--- src/rtl/gpe_pkg.sv ---
// Shared constants and types for the general-purpose event block.
// Assumes byte-wide register access; the hotplug position is fixed by
// the firmware tables that service the interrupt.
package gpe_pkg;

    localparam int BYTE_W  = 8;
    // Position of the hotplug event in the status and enable halves.
    localparam int HP_BYTE = 0;
    localparam int HP_BIT  = 3;

    typedef logic [BYTE_W-1:0] gpe_byte_t;

    typedef enum logic [1:0] {
        RG_NONE = 2'd0,
        RG_STS  = 2'd1,
        RG_EN   = 2'd2
    } gpe_region_e;

endpackage

--- src/rtl/gpe_addr_decode.sv ---
// Address decoder for the event register window.
// Splits a byte address into the status half, the enable half or
// "outside". It produces one-hot write strobes per byte and a byte index
// for the read path.
// Assumes 2*NUM_BYTES fits in ADDR_W bits of address space.
module gpe_addr_decode
    import gpe_pkg::*;
#(
    parameter int NUM_BYTES = 2,
    parameter int ADDR_W    = 8,
    localparam int IDX_W    = (NUM_BYTES > 1) ? $clog2(NUM_BYTES) : 1
) (
    input  logic                 bus_valid,
    input  logic                 bus_write,
    input  logic [ADDR_W-1:0]    bus_addr,
    output gpe_region_e          region,
    output logic [IDX_W-1:0]     byte_idx,
    output logic [NUM_BYTES-1:0] sts_wr,
    output logic [NUM_BYTES-1:0] en_wr
);

    localparam logic [ADDR_W:0] STS_END = (ADDR_W+1)'(NUM_BYTES);
    localparam logic [ADDR_W:0] WIN_END = (ADDR_W+1)'(2 * NUM_BYTES);

    logic [ADDR_W:0] addr_ext;
    logic [ADDR_W:0] en_off;
    logic            wr_req;

    assign addr_ext = {1'b0, bus_addr};
    assign en_off   = addr_ext - STS_END;
    assign wr_req   = bus_valid && bus_write;

    // Classify the address and form the index inside its half.
    always_comb begin
        region   = RG_NONE;
        byte_idx = '0;
        if (addr_ext < STS_END) begin
            region   = RG_STS;
            byte_idx = IDX_W'(addr_ext);
        end else if (addr_ext < WIN_END) begin
            region   = RG_EN;
            byte_idx = IDX_W'(en_off);
        end
    end

    // One write strobe per byte in each half.
    for (genvar g = 0; g < NUM_BYTES; g++) begin : g_strobe
        assign sts_wr[g] = wr_req && (addr_ext == (ADDR_W+1)'(g));
        assign en_wr[g]  = wr_req && (addr_ext == (ADDR_W+1)'(NUM_BYTES + g));
    end

endmodule

--- src/rtl/gpe_reg_bank.sv ---
// Storage for the status and enable bytes.
// Status bytes are write-1-to-clear. The hotplug status bit is also set
// by the event input, and the event takes priority over a clear in the
// same cycle. Enable bytes are plain read/write storage.
// Assumes at most one write strobe is active per cycle.
module gpe_reg_bank
    import gpe_pkg::*;
#(
    parameter int NUM_BYTES = 2
) (
    input  logic                  clk,
    input  logic                  rst_n,
    input  logic [NUM_BYTES-1:0]  sts_wr,
    input  logic [NUM_BYTES-1:0]  en_wr,
    input  gpe_byte_t             wdata,
    input  logic                  hp_event,
    output gpe_byte_t             sts_q [NUM_BYTES],
    output gpe_byte_t             en_q  [NUM_BYTES]
);

    gpe_byte_t sts_r [NUM_BYTES];
    gpe_byte_t en_r  [NUM_BYTES];

    for (genvar g = 0; g < NUM_BYTES; g++) begin : g_byte
        localparam gpe_byte_t SET_MASK =
            (g == HP_BYTE) ? gpe_byte_t'(1 << HP_BIT) : '0;

        gpe_byte_t clr_mask;
        gpe_byte_t set_bits;

        assign clr_mask = sts_wr[g] ? wdata : '0;
        assign set_bits = hp_event ? SET_MASK : '0;

        // Status byte: clear bits written as 1, then apply event set.
        always_ff @(posedge clk) begin
            if (!rst_n) begin
                sts_r[g] <= '0;
            end else begin
                sts_r[g] <= (sts_r[g] & ~clr_mask) | set_bits;
            end
        end

        // Enable byte: full-byte load on write.
        always_ff @(posedge clk) begin
            if (!rst_n) begin
                en_r[g] <= '0;
            end else if (en_wr[g]) begin
                en_r[g] <= wdata;
            end
        end

        assign sts_q[g] = sts_r[g];
        assign en_q[g]  = en_r[g];

        AST_EN_LOAD: assert property (@(posedge clk) disable iff (!rst_n)
            en_wr[g] |=> (en_r[g] == $past(wdata)));

        AST_STS_CLEARED: assert property (@(posedge clk) disable iff (!rst_n)
            sts_wr[g] |=> ((sts_r[g] & $past(wdata) & ~SET_MASK) == '0));

        AST_STS_NO_GAIN: assert property (@(posedge clk) disable iff (!rst_n)
            1'b1 |=> ((sts_r[g] & ~$past(sts_r[g]) & ~SET_MASK) == '0));

        AST_EN_HOLD: assert property (@(posedge clk) disable iff (!rst_n)
            !en_wr[g] |=> $stable(en_r[g]));
    end

    AST_EVENT_WINS: assert property (@(posedge clk) disable iff (!rst_n)
        hp_event |=> sts_r[HP_BYTE][HP_BIT]);

endmodule

--- src/rtl/gpe_sci_ctrl.sv ---
// Interrupt-line controller for the hotplug event.
// Raises the line on an event while the hotplug enable bit is set.
// Lowers it when software turns the enable bit off, or when it clears the
// hotplug status bit from 1 to 0. A disable write outranks a coincident
// event. The enable value used is the one held before the cycle.
module gpe_sci_ctrl (
    input  logic clk,
    input  logic rst_n,
    input  logic hp_event,
    input  logic en_hp,
    input  logic sts_hp,
    input  logic sts0_wr,
    input  logic en0_wr,
    input  logic wdata_hp,
    output logic sci
);

    logic disable_wr;
    logic sts_drop;
    logic raise;

    assign disable_wr = en0_wr && !wdata_hp;
    assign sts_drop   = sts0_wr && wdata_hp && sts_hp && !hp_event;
    assign raise      = hp_event && en_hp;

    // Interrupt flag, which also drives the output line.
    always_ff @(posedge clk) begin
        if (!rst_n) begin
            sci <= 1'b0;
        end else if (disable_wr) begin
            sci <= 1'b0;
        end else if (raise) begin
            sci <= 1'b1;
        end else if (sci && sts_drop) begin
            sci <= 1'b0;
        end
    end

    AST_SCI_RISE_CAUSE: assert property (@(posedge clk) disable iff (!rst_n)
        $rose(sci) |-> $past(hp_event && en_hp));

    AST_SCI_QUIET_NO_EVENT: assert property (@(posedge clk) disable iff (!rst_n)
        (!sci && !hp_event) |=> !sci);

    AST_SCI_DROP_ON_CLEAR: assert property (@(posedge clk) disable iff (!rst_n)
        (sci && sts_drop) |=> !sci);

    AST_SCI_FALL_CAUSE: assert property (@(posedge clk) disable iff (!rst_n)
        $fell(sci) |-> $past(disable_wr || sts_drop));

    AST_SCI_DROP_ON_DISABLE: assert property (@(posedge clk) disable iff (!rst_n)
        disable_wr |=> !sci);

endmodule

--- src/rtl/gpe_read_mux.sv ---
// Read-data selector for the register window.
// Returns the addressed status or enable byte during a read request,
// and 0 for addresses outside the window and when no read is requested.
module gpe_read_mux
    import gpe_pkg::*;
#(
    parameter int NUM_BYTES = 2,
    localparam int IDX_W    = (NUM_BYTES > 1) ? $clog2(NUM_BYTES) : 1
) (
    input  logic             rd_req,
    input  gpe_region_e      region,
    input  logic [IDX_W-1:0] byte_idx,
    input  gpe_byte_t        sts_q [NUM_BYTES],
    input  gpe_byte_t        en_q  [NUM_BYTES],
    output gpe_byte_t        rdata
);

    // Select one byte by region and index; default 0.
    always_comb begin
        rdata = '0;
        if (rd_req) begin
            for (int i = 0; i < NUM_BYTES; i++) begin
                if (byte_idx == IDX_W'(i)) begin
                    if (region == RG_STS) rdata = sts_q[i];
                    if (region == RG_EN)  rdata = en_q[i];
                end
            end
        end
    end

endmodule

--- src/rtl/gpe_sci_block.sv ---
// Top of the general-purpose event block.
// Provides a byte-wide window of NUM_BYTES status bytes followed by
// NUM_BYTES enable bytes, and a level interrupt tied to the hotplug bit.
// Assumes single-cycle accesses and a one-cycle hotplug pulse.
module gpe_sci_block
    import gpe_pkg::*;
#(
    parameter int NUM_BYTES = 2,
    parameter int ADDR_W    = 8
) (
    input  logic              clk,
    input  logic              rst_n,
    input  logic              bus_valid,
    input  logic              bus_write,
    input  logic [ADDR_W-1:0] bus_addr,
    input  logic [7:0]        bus_wdata,
    output logic [7:0]        bus_rdata,
    input  logic              hp_event,
    output logic              sci
);

    localparam int IDX_W = (NUM_BYTES > 1) ? $clog2(NUM_BYTES) : 1;

    gpe_region_e            region;
    logic [IDX_W-1:0]       byte_idx;
    logic [NUM_BYTES-1:0]   sts_wr;
    logic [NUM_BYTES-1:0]   en_wr;
    gpe_byte_t              sts_q [NUM_BYTES];
    gpe_byte_t              en_q  [NUM_BYTES];

    gpe_addr_decode #(
        .NUM_BYTES (NUM_BYTES),
        .ADDR_W    (ADDR_W)
    ) u_decode (
        .bus_valid (bus_valid),
        .bus_write (bus_write),
        .bus_addr  (bus_addr),
        .region    (region),
        .byte_idx  (byte_idx),
        .sts_wr    (sts_wr),
        .en_wr     (en_wr)
    );

    gpe_reg_bank #(
        .NUM_BYTES (NUM_BYTES)
    ) u_bank (
        .clk      (clk),
        .rst_n    (rst_n),
        .sts_wr   (sts_wr),
        .en_wr    (en_wr),
        .wdata    (bus_wdata),
        .hp_event (hp_event),
        .sts_q    (sts_q),
        .en_q     (en_q)
    );

    gpe_sci_ctrl u_sci (
        .clk      (clk),
        .rst_n    (rst_n),
        .hp_event (hp_event),
        .en_hp    (en_q[HP_BYTE][HP_BIT]),
        .sts_hp   (sts_q[HP_BYTE][HP_BIT]),
        .sts0_wr  (sts_wr[HP_BYTE]),
        .en0_wr   (en_wr[HP_BYTE]),
        .wdata_hp (bus_wdata[HP_BIT]),
        .sci      (sci)
    );

    gpe_read_mux #(
        .NUM_BYTES (NUM_BYTES)
    ) u_rmux (
        .rd_req   (bus_valid && !bus_write),
        .region   (region),
        .byte_idx (byte_idx),
        .sts_q    (sts_q),
        .en_q     (en_q),
        .rdata    (bus_rdata)
    );

    for (genvar g = 0; g < NUM_BYTES; g++) begin : g_oow
        AST_OOW_EN_STABLE: assert property (@(posedge clk) disable iff (!rst_n)
            (bus_valid && region == RG_NONE) |=> $stable(en_q[g]));

        AST_OOW_STS_STABLE: assert property (@(posedge clk) disable iff (!rst_n)
            (bus_valid && region == RG_NONE && !hp_event) |=> $stable(sts_q[g]));
    end

    AST_OOW_SCI_STABLE: assert property (@(posedge clk) disable iff (!rst_n)
        (bus_valid && region == RG_NONE && !hp_event) |=> $stable(sci));

endmodule

--- config.mk ---
export PLATFORM = sky130hd
export DESIGN_NAME = gpe_sci_block
export DESIGN_NICKNAME = d
export VERILOG_FILES = /design/src/rtl/gpe_pkg.sv /design/src/rtl/gpe_addr_decode.sv /design/src/rtl/gpe_reg_bank.sv /design/src/rtl/gpe_sci_ctrl.sv /design/src/rtl/gpe_read_mux.sv /design/src/rtl/gpe_sci_block.sv
export SDC_FILE = /design/constraint.sdc
export NUM_CORES = 1
export LEC_CHECK = 0
export ABC_AREA = 0
export BUFFER_PORTS_ARGS = -buffer_cell sky130_fd_sc_hd__buf_2
export CAP_MARGIN = 40
export CORE_MARGIN = 2
export CORE_UTILIZATION = 58
export DETAILED_ROUTE_END_ITERATION = 7
export PLACE_DENSITY = 0.82
export SETUP_SLACK_MARGIN = 0.02
export SLEW_MARGIN = 20
export SYNTH_ARGS = -nofsm -noshare
export SYNTH_HDL_FRONTEND = slang
export SYNTH_SLANG_ARGS = --single-unit
--- constraint.sdc ---
create_clock -name clk -period 3.54 [get_ports clk]
set_input_delay 0.354 -clock clk [delete_from_list [all_inputs] [get_ports clk]]
set_output_delay 0.354 -clock clk [all_outputs]
set_load 0.05 [all_outputs]
==> metrics.md, run 1 <==
| Metric | Value |
|---|---|
| Status | `finished clean` |
| Yosys top cell by area | `edfxtp_1` |
| Post-CTS Resized | `0` |
| DP Cell Count | `185` |
| Drt total wl | `~3400 um` |
| Row cnt | `18` |
| Max VDD drop | `~0.0003 V` |
| RSZ-0062 raised after global routing | `false` |
| Mean Syn Cell Area | `11.71 um^2` |
| Setup TNS | `0 ns` |
| Area Overhead vs Synth | `14.87%` |
| F_max | `approximately 500 MHz` |
| Drt wl/cell | `17.85 um` |
| Grt total ovfl | `0` |
| Vias after detailed routing | `1158` |
| RePlAce Congestion | `~0.81` |
| Post-Syn Nets | `151` |
| Initial DRT Pass Iterations | `4` |
| Post-synth EDFFs | `16` |
| Synth Instances | `130` |
| Die W | `55.24 um` |
| I/O Buffers | `29` |
| Top cell type's share of synthesized area | `roughly a third` |
| Worst Hold Class | `in -> reg` |
| Final hold slack | `between 0.2 and 0.25 ns` |
| CTS Buf Count | `5` |
| Cell area power density | `around 400 nW/um^2` |
| DIE HEIGHT | `around 55 um` |
| Setup Crit Path Kind | `in -> out` |
| Main synth FF type | `dfxtp_1` |
| Ys async rst share | `0%` |
| Initial Util | `a little over 60%` |
| Post-route setup slack | `roughly 1.5 ns` |
| Largest net degree at the start of global routing | `20` |
| Max Cap Viol | `0` |
| CTS tree | `done` |
| Synth area leaders | `edfxtp_1 32%, dfxtp_1 22%, mux4_2 12%, a21oi_1 5.6%, nor4_4 4.2%` |
| HPWL after DPL | `between 2000 and 2500 um` |
| Sequential fraction of the synthesis area | `between 50 and 60%` |
| Post-synthesis cell type count | `24` |
| Core Area | `between 2000 and 2500 um^2` |
| # H-tree levels | `2` |
| Post-synthesis register bit count | `33` |
| Critical Path AT | `1.65 ns` |
| Total GRT Usage | `roughly a quarter` |
| Reg-to-reg slack, setup | `roughly 2.4 ns` |
| Final nets | `between 150 and 200` |
| Worst-margin pin slew | `about 0.57 ns` |
| Required time worst endpoint | `about 3.2 ns` |
| Io pins | `30` |
| Vias per cell | `roughly 6.0` |
| Clk sinks | `33` |
| Layout cells sized above 1 | `between 30 and 40%` |
| Vias in the first global route | `roughly 1100` |
| Cts hold-fix bufs | `0` |
| # diodes | `0` |
| Crit path max fanout | `13` |
| Top cells by count, synth | `17 x a21oi_1, 17 x dfxtp_1, 16 x edfxtp_1, 16 x nand2_1, 10 x nor3_1` |
| Flop pwr share | `between 50% and 60%` |
| Number of nets still failing antenna checks after routing | `0` |
| Combinational group share of total power | `under 10%` |
| Int Power | `about 530 uW` |
| Initial antenna violation count | `0` |
| Crit start category | `primary input` |
| First-pass GRT wire length | `between 5000 and 6000 um` |
| Sw Ratio | `23.53%` |
| Fin cells | `between 150 and 200` |
| Post-CTS setup buffer count | `0` |
| Bufs on Longest Clock Path | `2` |
| Period utilization | `between 50% and 60%` |
| Pre-CTS setup slack | `about 1.4 ns` |
| Fin crit period | `2.001 ns` |
| DRC viols | `0` |
| Worst Clk Skew | `roughly 0.000039 ns` |
| Final Hold Viols | `0` |
| Clock share of power | `31.6%` |
| Slew headroom | `between 60% and 70%` |
| Post-Syn Area | `1523 um^2` |
| Final Setup Violations | `0` |
| Total Power | `696.9 uW` |
| Leak Pwr | `between 0.7 and 0.8 nW` |
| Critical path capture point type | `output pin` |
| Final Slew Violations | `0` |
| Yosys warns | `0` |
| Clock Pin Slew Worst Setup and Hold Paths | `around 0.10 ns` |
| Worst-Skew Late Latency | `around 0.33 ns` |
| Initial DRC count | `38` |
| Psw | `about 160 uW` |
| Die area | `3051 um^2` |
| CTS root buf | `clkbuf_4` |
[layout by cell type (no fill, tap or decap), drive strengths merged, types with 2 or more instances in the layout]
cell type	Yosys	final
a21oi	17	17
and2	8	8
and3	8	8
buf	3	30
clkbuf	2	8
dfxtp	17	17
edfxtp	16	16
inv	9	9
mux4	8	8
nand2	16	16
nor3	10	10
nor4	3	3
o21ai	2	2
or4bb	2	2
[worst paths after layout]
kind / startpoint / endpoint / depth (start not counted)
setup reg to reg: u_bank.sts_r[0][3] / u_sci.sci / 3
hold / removal: bus_wdata[5] / u_bank.sts_r[0][5] / 2
setup / recovery: bus_addr[0] / bus_rdata[4] / 4
hold reg to reg: u_bank.sts_r[1][2] / u_bank.sts_r[1][2] / 2
[power groups by stage]
stage	Clock [mW]	Sequential (mW)	Combinational, mW
6_report	0.220	0.414	0.0626
3_5_place_dp	0	0.423	0.0623
5_1_grt	0.242	0.415	0.0677
3_3_place_gp	0	0.422	0.0600
2_1_floorplan	0	0.423	0.0333
4_1_cts	0.222	0.414	0.0626
[per-stage QoR]
stage	instance area (um^2)	utilization [%]
6_report	1749	70.61
5_1_grt	1749	70.61
4_1_cts	1749	70.61
3_5_place_dp	1690	68.23
3_3_place_gp	1690	68.23
2_1_floorplan	1523	-
[critical path, cell delays in order]
cell    delay (ns)
buf_2         0.33
mux4_2        0.55
and3_1        0.21
buf_2         0.21
[area by class of cell]
class	instances	area (um^2)
clock buffer	8	58.81
fill	202	728.2
inverter	10	37.54
multi-input combinational	82	641.9
sequential	33	820.8
tap	30	37.54
timing repair buffer	30	152.6
[state kept, by name, indices dropped and copies added (netlist names)]
register	cells
u_bank.en_r	16
u_bank.sts_r	16
u_sci.sci	1
[metal layers]
| metal | vias up | wire length [um] | track usage, % | part of all wire (%) |
|---|---|---|---|---|
| met1 | 563 | 1380 | 30.17 | 40 |
| met2 | 43 | 1833 | 39.80 | 53 |
| met4 | 0 | 38 | 6.272 | 1.1 |
| met3 | 7 | 194 | 7.260 | 5.6 |
| li1 | 545 | - | - | - |
| met5 | - | 0 | 0 | 0 |
[logic make-up after synthesis]
family          Yosys count  synth area share, %
compound gates           21                7.231
buf+inv                  15                3.944
flops                    33                53.90
mux                       8                11.83
simple gates             53                23.09
No activity file was read; power rests on OpenSTA's default activity.
==> run 2, diff against run 1 <==
ABC_AREA = 1   (was 0)
CORE_UTILIZATION = 55   (was 58)
PLACE_DENSITY = 0.78   (was 0.82)
clock period = 1.85 ns   (was 3.54 ns; I/O delays follow)
==> metrics.md, run 2 <==
| Metric | Value |
|---|---|
| Status | `finished clean` |
| Drt total wl | `3461 um` |
| Crit path max-delay family | `simple AND/OR/NAND/NOR gates` |
| Synth Instances | `208` |
| Initial DRT Pass Iterations | `4` |
| Critical Path AT | `1.47 ns` |
| Fin cells | `around 280` |
| Initial DRC count | `64` |
| Ys async rst share | `0%` |
| DP Cell Count | `~270` |
| Yosys warns | `0` |
| Crit start category | `primary input` |
| Post-CTS setup buffer count | `0` |
| Mean Syn Cell Area | `between 8 and 9 um^2` |
| Bufs on Longest Clock Path | `2` |
| Worst-margin pin slew | `between 0.3 and 0.4 ns` |
| Layout cells sized above 1 | `between 20% and 30%` |
| Crit path max fanout | `10` |
| Final Setup Violations | `0` |
| Setup TNS | `0 ns` |
| CP max stage cell | `buf_2` |
| Max stage delay on crit path | `between 0.2 and 0.3 ns` |
| Setup Crit Path Kind | `in -> out` |
| Top cell type's share of synthesized area | `between 20% and 30%` |
| Area Overhead vs Synth | `14.15%` |
| Leak Pwr | `approximately 1.0 nW` |
| Row cnt | `20` |
| Post-Syn Nets | `approximately 230` |
| Top cells by count, synth | `44 x nor2_1, 40 x nand2_1, 33 x inv_1, 18 x nand3_1, 17 x dfxtp_1` |
| Worst-Skew Late Latency | `~0.33 ns` |
| Post-synthesis register bit count | `33` |
| Initial Util | `around 57%` |
| Drt wl/cell | `roughly 12 um` |
| Slew headroom | `between 70% and 80%` |
| Vias after detailed routing | `1415` |
| Main synth FF type | `dfxtp_1` |
| Core Area | `just under 3000 um^2` |
| Int Power | `~1000 uW` |
| RePlAce Congestion | `0.7661` |
| CTS root buf | `clkbuf_4` |
| Final Hold Viols | `0` |
| Max VDD drop | `just under 0.0005 V` |
| Io pins | `30` |
| Final Slew Violations | `0` |
| Required time worst endpoint | `between 1.5 and 2 ns` |
| Post-Syn Area | `1689 um^2` |
| # H-tree levels | `2` |
| Critical Path Most Common Cell | `nor2_1` |
| Fillers | `approximately 260` |
| Final nets | `about 260` |
| # diodes | `0` |
| Sequential fraction of the synthesis area | `48.59%` |
| DIE HEIGHT | `roughly 59 um` |
| CTS Buf Count | `5` |
| Yosys top cell by area | `edfxtp_1` |
| I/O Buffers | `29` |
| Sw Ratio | `24.93%` |
| Number of nets still failing antenna checks after routing | `0` |
| Bufs and invs on worst path | `2` |
| Post-CTS Resized | `0` |
| Worst Hold Class | `in -> reg` |
| Clk sinks | `33` |
| Cell area power density | `between 600 and 700 nW/um^2` |
| Post-synth EDFFs | `16` |
| Post-synthesis cell type count | `22` |
| Psw | `~330 uW` |
| Max Cap Viol | `0` |
| Critical path capture point type | `output pin` |
| Most frequent cell after synthesis | `nor2_1` |
| RSZ-0062 raised after global routing | `false` |
| Total GRT Usage | `a little under a quarter` |
| First-pass GRT wire length | `slightly below 6000 um` |
| Period utilization | `between 80% and 90%` |
| DRC viols | `0` |
| Flop pwr share | `roughly 59%` |
| Combinational group share of total power | `approximately 8.4%` |
| F_max | `604.2 MHz` |
| Vias in the first global route | `~1300` |
| Vias per cell | `5.108` |
| Total Power | `1.330 mW` |
| Die W | `slightly below 60 um` |
| Commonest non-fill, non-tap cell in the layout | `nor2_1` |
| Synth area leaders | `edfxtp_1 28%, dfxtp_1 20%, nor2_1 9.8%, nand2_1 8.9%, inv_1 7.3%` |
| Top Registers | `u_bank.en_r: 16 flops, u_bank.sts_r: 16 flops, u_sci.sci: 1 flops` |
| Cts hold-fix bufs | `0` |
| Worst-path cell chain | `buf_2 > nor2_2 > nand2_4 > nor2_8 > nand2_2 > nor2_1 > nor2_1 > nor2_1 > buf_2` |
| Die area | `3530 um^2` |
| Largest net degree at the start of global routing | `20` |
| Grt total ovfl | `0` |
| HPWL after DPL | `around 2400 um` |
| Initial antenna violation count | `0` |
| Fin crit period | `1.655 ns` |
| CTS tree | `done` |
| Clock Pin Slew Worst Setup and Hold Paths | `0.10 ns` |
| Worst Clk Skew | `about 0.00012 ns` |
| Most frequent cells in the layout | `44 x nor2_1, 40 x nand2_1, 33 x inv_1` |
| Clock share of power | `between 30% and 40%` |
-- run 2: changes by cell type after synthesis, sizes merged, moves of 15 or more --
cell,change
nand2,+30
inv,+26
a21oi,-16
o211ai,+15
nor2,+49
nand3,+20
-- run 2: path summary, 6_finish.rpt --
check	end	start	cells after the start	slack, ns
min	u_bank.sts_r[0][3]	hp_event	3	0.12
min reg2reg	u_bank.sts_r[0][0]	u_bank.sts_r[0][0]	2	0.48
max	bus_rdata[2]	bus_addr[4]	9	0.19
max reg2reg	u_sci.sci	u_bank.en_r[0][3]	3	1.06
-- run 2: through the flow --
stage	instance area, um^2	worst slack, ns	hold slack (ns)	util, %
4_1_cts	1928	0.1663	0.1240	64.75
5_1_grt	1928	0.03661	0.1020	64.75
3_5_place_dp	1868	0.1681	0.4601	62.73
2_1_floorplan	1689	0.1012	0.3469	-
3_3_place_gp	1868	0.2129	0.4460	62.73
6_report	1928	0.1949	0.1181	64.75
-- run 2: power groups by stage --
stage | Sequential [mW] | Combinational (mW) | Clock, mW
floorplan | 0.811 | 0.0646 | 0
global route | 0.793 | 0.124 | 0.472
global placement | 0.807 | 0.113 | 0
finish | 0.790 | 0.112 | 0.428
CTS | 0.790 | 0.114 | 0.431
detailed placement | 0.807 | 0.113 | 0
-- run 2: cell families (layout without fill, tap and decap cells) --
kind of cell           count (synthesis)  in the layout  share of synthesized area, %
AO/OA/AOI/OAI                         18             18                         7.852
buffers and inverters                 40             76                         9.851
flip-flops                            33             33                         48.59
AND/OR/NAND/NOR                      117            117                         33.70
-- run 2: final cells by class --
class	count	area (um^2)	share of cell area, %
flip-flops and latches	33	820.8	42.57
multi-input cells	135	701.9	36.40
repair buffers	32	167.7	8.696
inverters	36	136.4	7.073
clock buffers	6	51.30	2.661
well taps	33	41.29	2.141
clock inverters	2	8.758	0.4543
-- run 2: per-layer routing --
layer | wire (um) | track usage, %
met5 | 0 | 0
met4 | 41 | 7.143
met3 | 249 | 9.825
met2 | 1649 | 36.73
met1 | 1521 | 28.03
-- run 2: worst min-delay path: cells and delay by family --
kind                   cells  cell delay (ns)
AO/OA/AOI/OAI              1             0.07
buffers and inverters      2             0.15
==> run 3, diff against run 2 <==
PLACE_DENSITY = 0.77   (was 0.78)
SYNTH_HIERARCHICAL = 1   (was unset)
==> metrics.md, run 3 <==
| Metric | Value |
|---|---|
| Post-route cell area | `between 2000 and 2500 um^2` |
| Bufs on Longest Clock Path | `2` |
| Grt total ovfl | `0` |
| Initial Util | `between 50% and 60%` |
| Die W | `roughly 60 um` |
| CTS tree | `done` |
| Synth Instances | `218` |
| Drt total wl | `about 3500 um` |
| Cell area power density | `roughly 700 nW/um^2` |
| Final Slew Violations | `0` |
| Synth area leaders | `edfxtp_1 27%, dfxtp_1 19%, nor2_1 9.7%, nand3_1 8.1%, nand2_1 7.6%` |
| CTS Buf Count | `5` |
| Vias in the first global route | `about 1400` |
| DIE HEIGHT | `between 60 and 70 um` |
| Post-synthesis cell type count | `22` |
| Most frequent cells in the layout | `45 x nor2_1, 35 x nand2_1, 29 x buf_2, 29 x nand3_1, 24 x inv_1` |
| Most frequent cell after synthesis | `nor2_1` |
| Fin crit period | `approximately 1.7 ns` |
| Int Power | `~1.1 mW` |
| Max Cap Viol | `0` |
| Post-Syn Area | `about 1800 um^2` |
| Fin cells | `roughly 300` |
| Initial antenna violation count | `0` |
| R2R Path Start | `u_bank/en_r[0][3]` |
| Clk sinks | `33` |
| Layout cells sized above 1 | `between 20% and 30%` |
| Final hold slack | `0.04822 ns` |
| F_max | `587.3 MHz` |
| Row cnt | `20` |
| Setup TNS | `0 ns` |
| Flop pwr share | `around 56%` |
| Drt wl/cell | `between 10 and 15 um` |
| Worst Hold Class | `in -> reg` |
| Initial DRC count | `54` |
| Worst-Skew Late Latency | `approximately 0.33 ns` |
| # H-tree levels | `2` |
| Slew headroom | `roughly three quarters` |
| Post-route setup slack | `0.1474 ns` |
| CTS root buf | `clkbuf_4` |
| DP Cell Count | `288` |
| Ys async rst share | `0%` |
| Clock share of power | `between 30 and 40%` |
| Setup Crit Path Kind | `in -> out` |
| Top cell type's share of synthesized area | `between 20% and 30%` |
| Psw | `307.0 uW` |
| Total GRT Usage | `around 22%` |
| Yosys top cell by area | `edfxtp_1` |
| Die area | `around 3700 um^2` |
| Final Hold Viols | `0` |
| Yosys warns | `6` |
| Required time worst endpoint | `about 1.7 ns` |
| RePlAce Congestion | `around 0.87` |
| Post-synth EDFFs | `16` |
| Commonest non-fill, non-tap cell in the layout | `nor2_1` |
| HPWL after DPL | `roughly 2700 um` |
| Cts hold-fix bufs | `0` |
| # diodes | `0` |
| Post-synthesis register bit count | `33` |
| Post-CTS setup buffer count | `0` |
| Io pins | `30` |
| Core Area | `3078 um^2` |
| Period utilization | `92.03%` |
| Critical path capture point type | `output pin` |
| Status | `finished clean` |
| Number of nets still failing antenna checks after routing | `0` |
| Area Overhead vs Synth | `12.54%` |
| RSZ-0062 raised after global routing | `false` |
| Min-delay src | `bus_wdata[1]` |
| Sw Ratio | `roughly 22%` |
| Dpl cell area | `roughly 1900 um^2` |
| Main synth FF type | `dfxtp_1` |
| Top cells by count, synth | `46 x nor2_1, 36 x nand2_1, 29 x nand3_1, 24 x inv_1, 17 x dfxtp_1` |
| Largest net degree at the start of global routing | `19` |
| Vias after detailed routing | `1461` |
| Initial DRT Pass Iterations | `4` |
| Worst-margin pin slew | `between 0.3 and 0.4 ns` |
| Top Registers | `u_bank/en_r: 16 flops, u_bank/sts_r: 16 flops, u_sci/sci: 1 flops` |
| Worst Clk Skew | `~0.000038 ns` |
| Mean Syn Cell Area | `8.190 um^2` |
| First-pass GRT wire length | `around 5900 um` |
| Final Setup Violations | `0` |
| Critical Path AT | `about 1.5 ns` |
| CP startpoint | `bus_addr[3]` |
| Combinational group share of total power | `7.0%` |
| DRC viols | `0` |
| I/O Buffers | `29` |
| Final nets | `approximately 270` |
| Leak Pwr | `roughly 0.8 nW` |
| Max VDD drop | `between 0.0005 and 0.0006 V` |
| Vias per cell | `approximately 5` |
| Post-Syn Nets | `about 240` |
| Crit path max fanout | `17` |
| Crit start category | `primary input` |
| Pre-CTS setup slack | `roughly 0.14 ns` |
| Clock Pin Slew Worst Setup and Hold Paths | `roughly 0.09 ns` |
| Sequential fraction of the synthesis area | `a little under half` |
[run 3: final cells by class]
class	count	area [um^2]
inverters	27	111.4
clock inverters	2	33.78
clock buffers	6	41.29
flip-flops and latches	33	820.8
multi-input cells	148	737.0
repair buffers	36	210.2
fillers	279	1069
well taps	44	55.05
[run 3: layer usage]
metal	global-route usage, %	vias up	wire, um
met1	26.15	650	1530
met3	5.757	6	173
met5	0	-	0
met2	39.02	43	1757
li1	-	762	-
met4	7.453	0	50
[run 3: worst paths after layout]
path,end,slack (ns),cells past startpoint
worst max-delay path,bus_rdata[3],0.15,11
worst min-delay path,u_bank/sts_r[0][1],0.05,2
worst max register to register,u_sci/sci,1.11,4
worst min register to register,u_bank/sts_r[1][0],0.44,2
[run 3: power by group through the flow]
stage / clock, mW / combinational (mW) / sequential, mW
detailed placement: 0 / 0.0976 / 0.811
CTS: 0.521 / 0.0979 / 0.795
global placement: 0 / 0.0966 / 0.811
finish: 0.513 / 0.0987 / 0.794
global route: 0.550 / 0.111 / 0.796
floorplan: 0 / 0.0544 / 0.813
[run 3: worst max-delay path, stage by stage]
cell and delay [ns]:
buf_2 0.10, nor2_2 0.15, nand4_1 0.16, inv_1 0.13, buf_12 0.16, inv_4 0.07, nand2_2 0.14, nor2_1 0.06
nor2_1 0.10, nor2_1 0.06, buf_2 0.20
[run 3: stage by stage]
step	total power, mW	utilization, %
after floorplan	0.8672	-
after global placement	0.9074	62.68
after detailed placement	0.9090	62.68
after CTS	1.414	65.12
after global routing	1.456	65.28
final	1.405	65.28
[run 3: cell families after synthesis]
kind of cell    count (synthesis)  synth area share, %
buf+inv                        37                13.03
flops                          33                45.97
compound gates                 16                6.587
simple gates                  132                34.41
[run 3: what timing repair did]
| action | 4_1_cts | 5_1_grt |
|---|---|---|
| resized for setup | 0 | 2 |
| setup endpoints to repair | 0 | 4 |
| endpoints found under the hold margin | 0 | 0 |
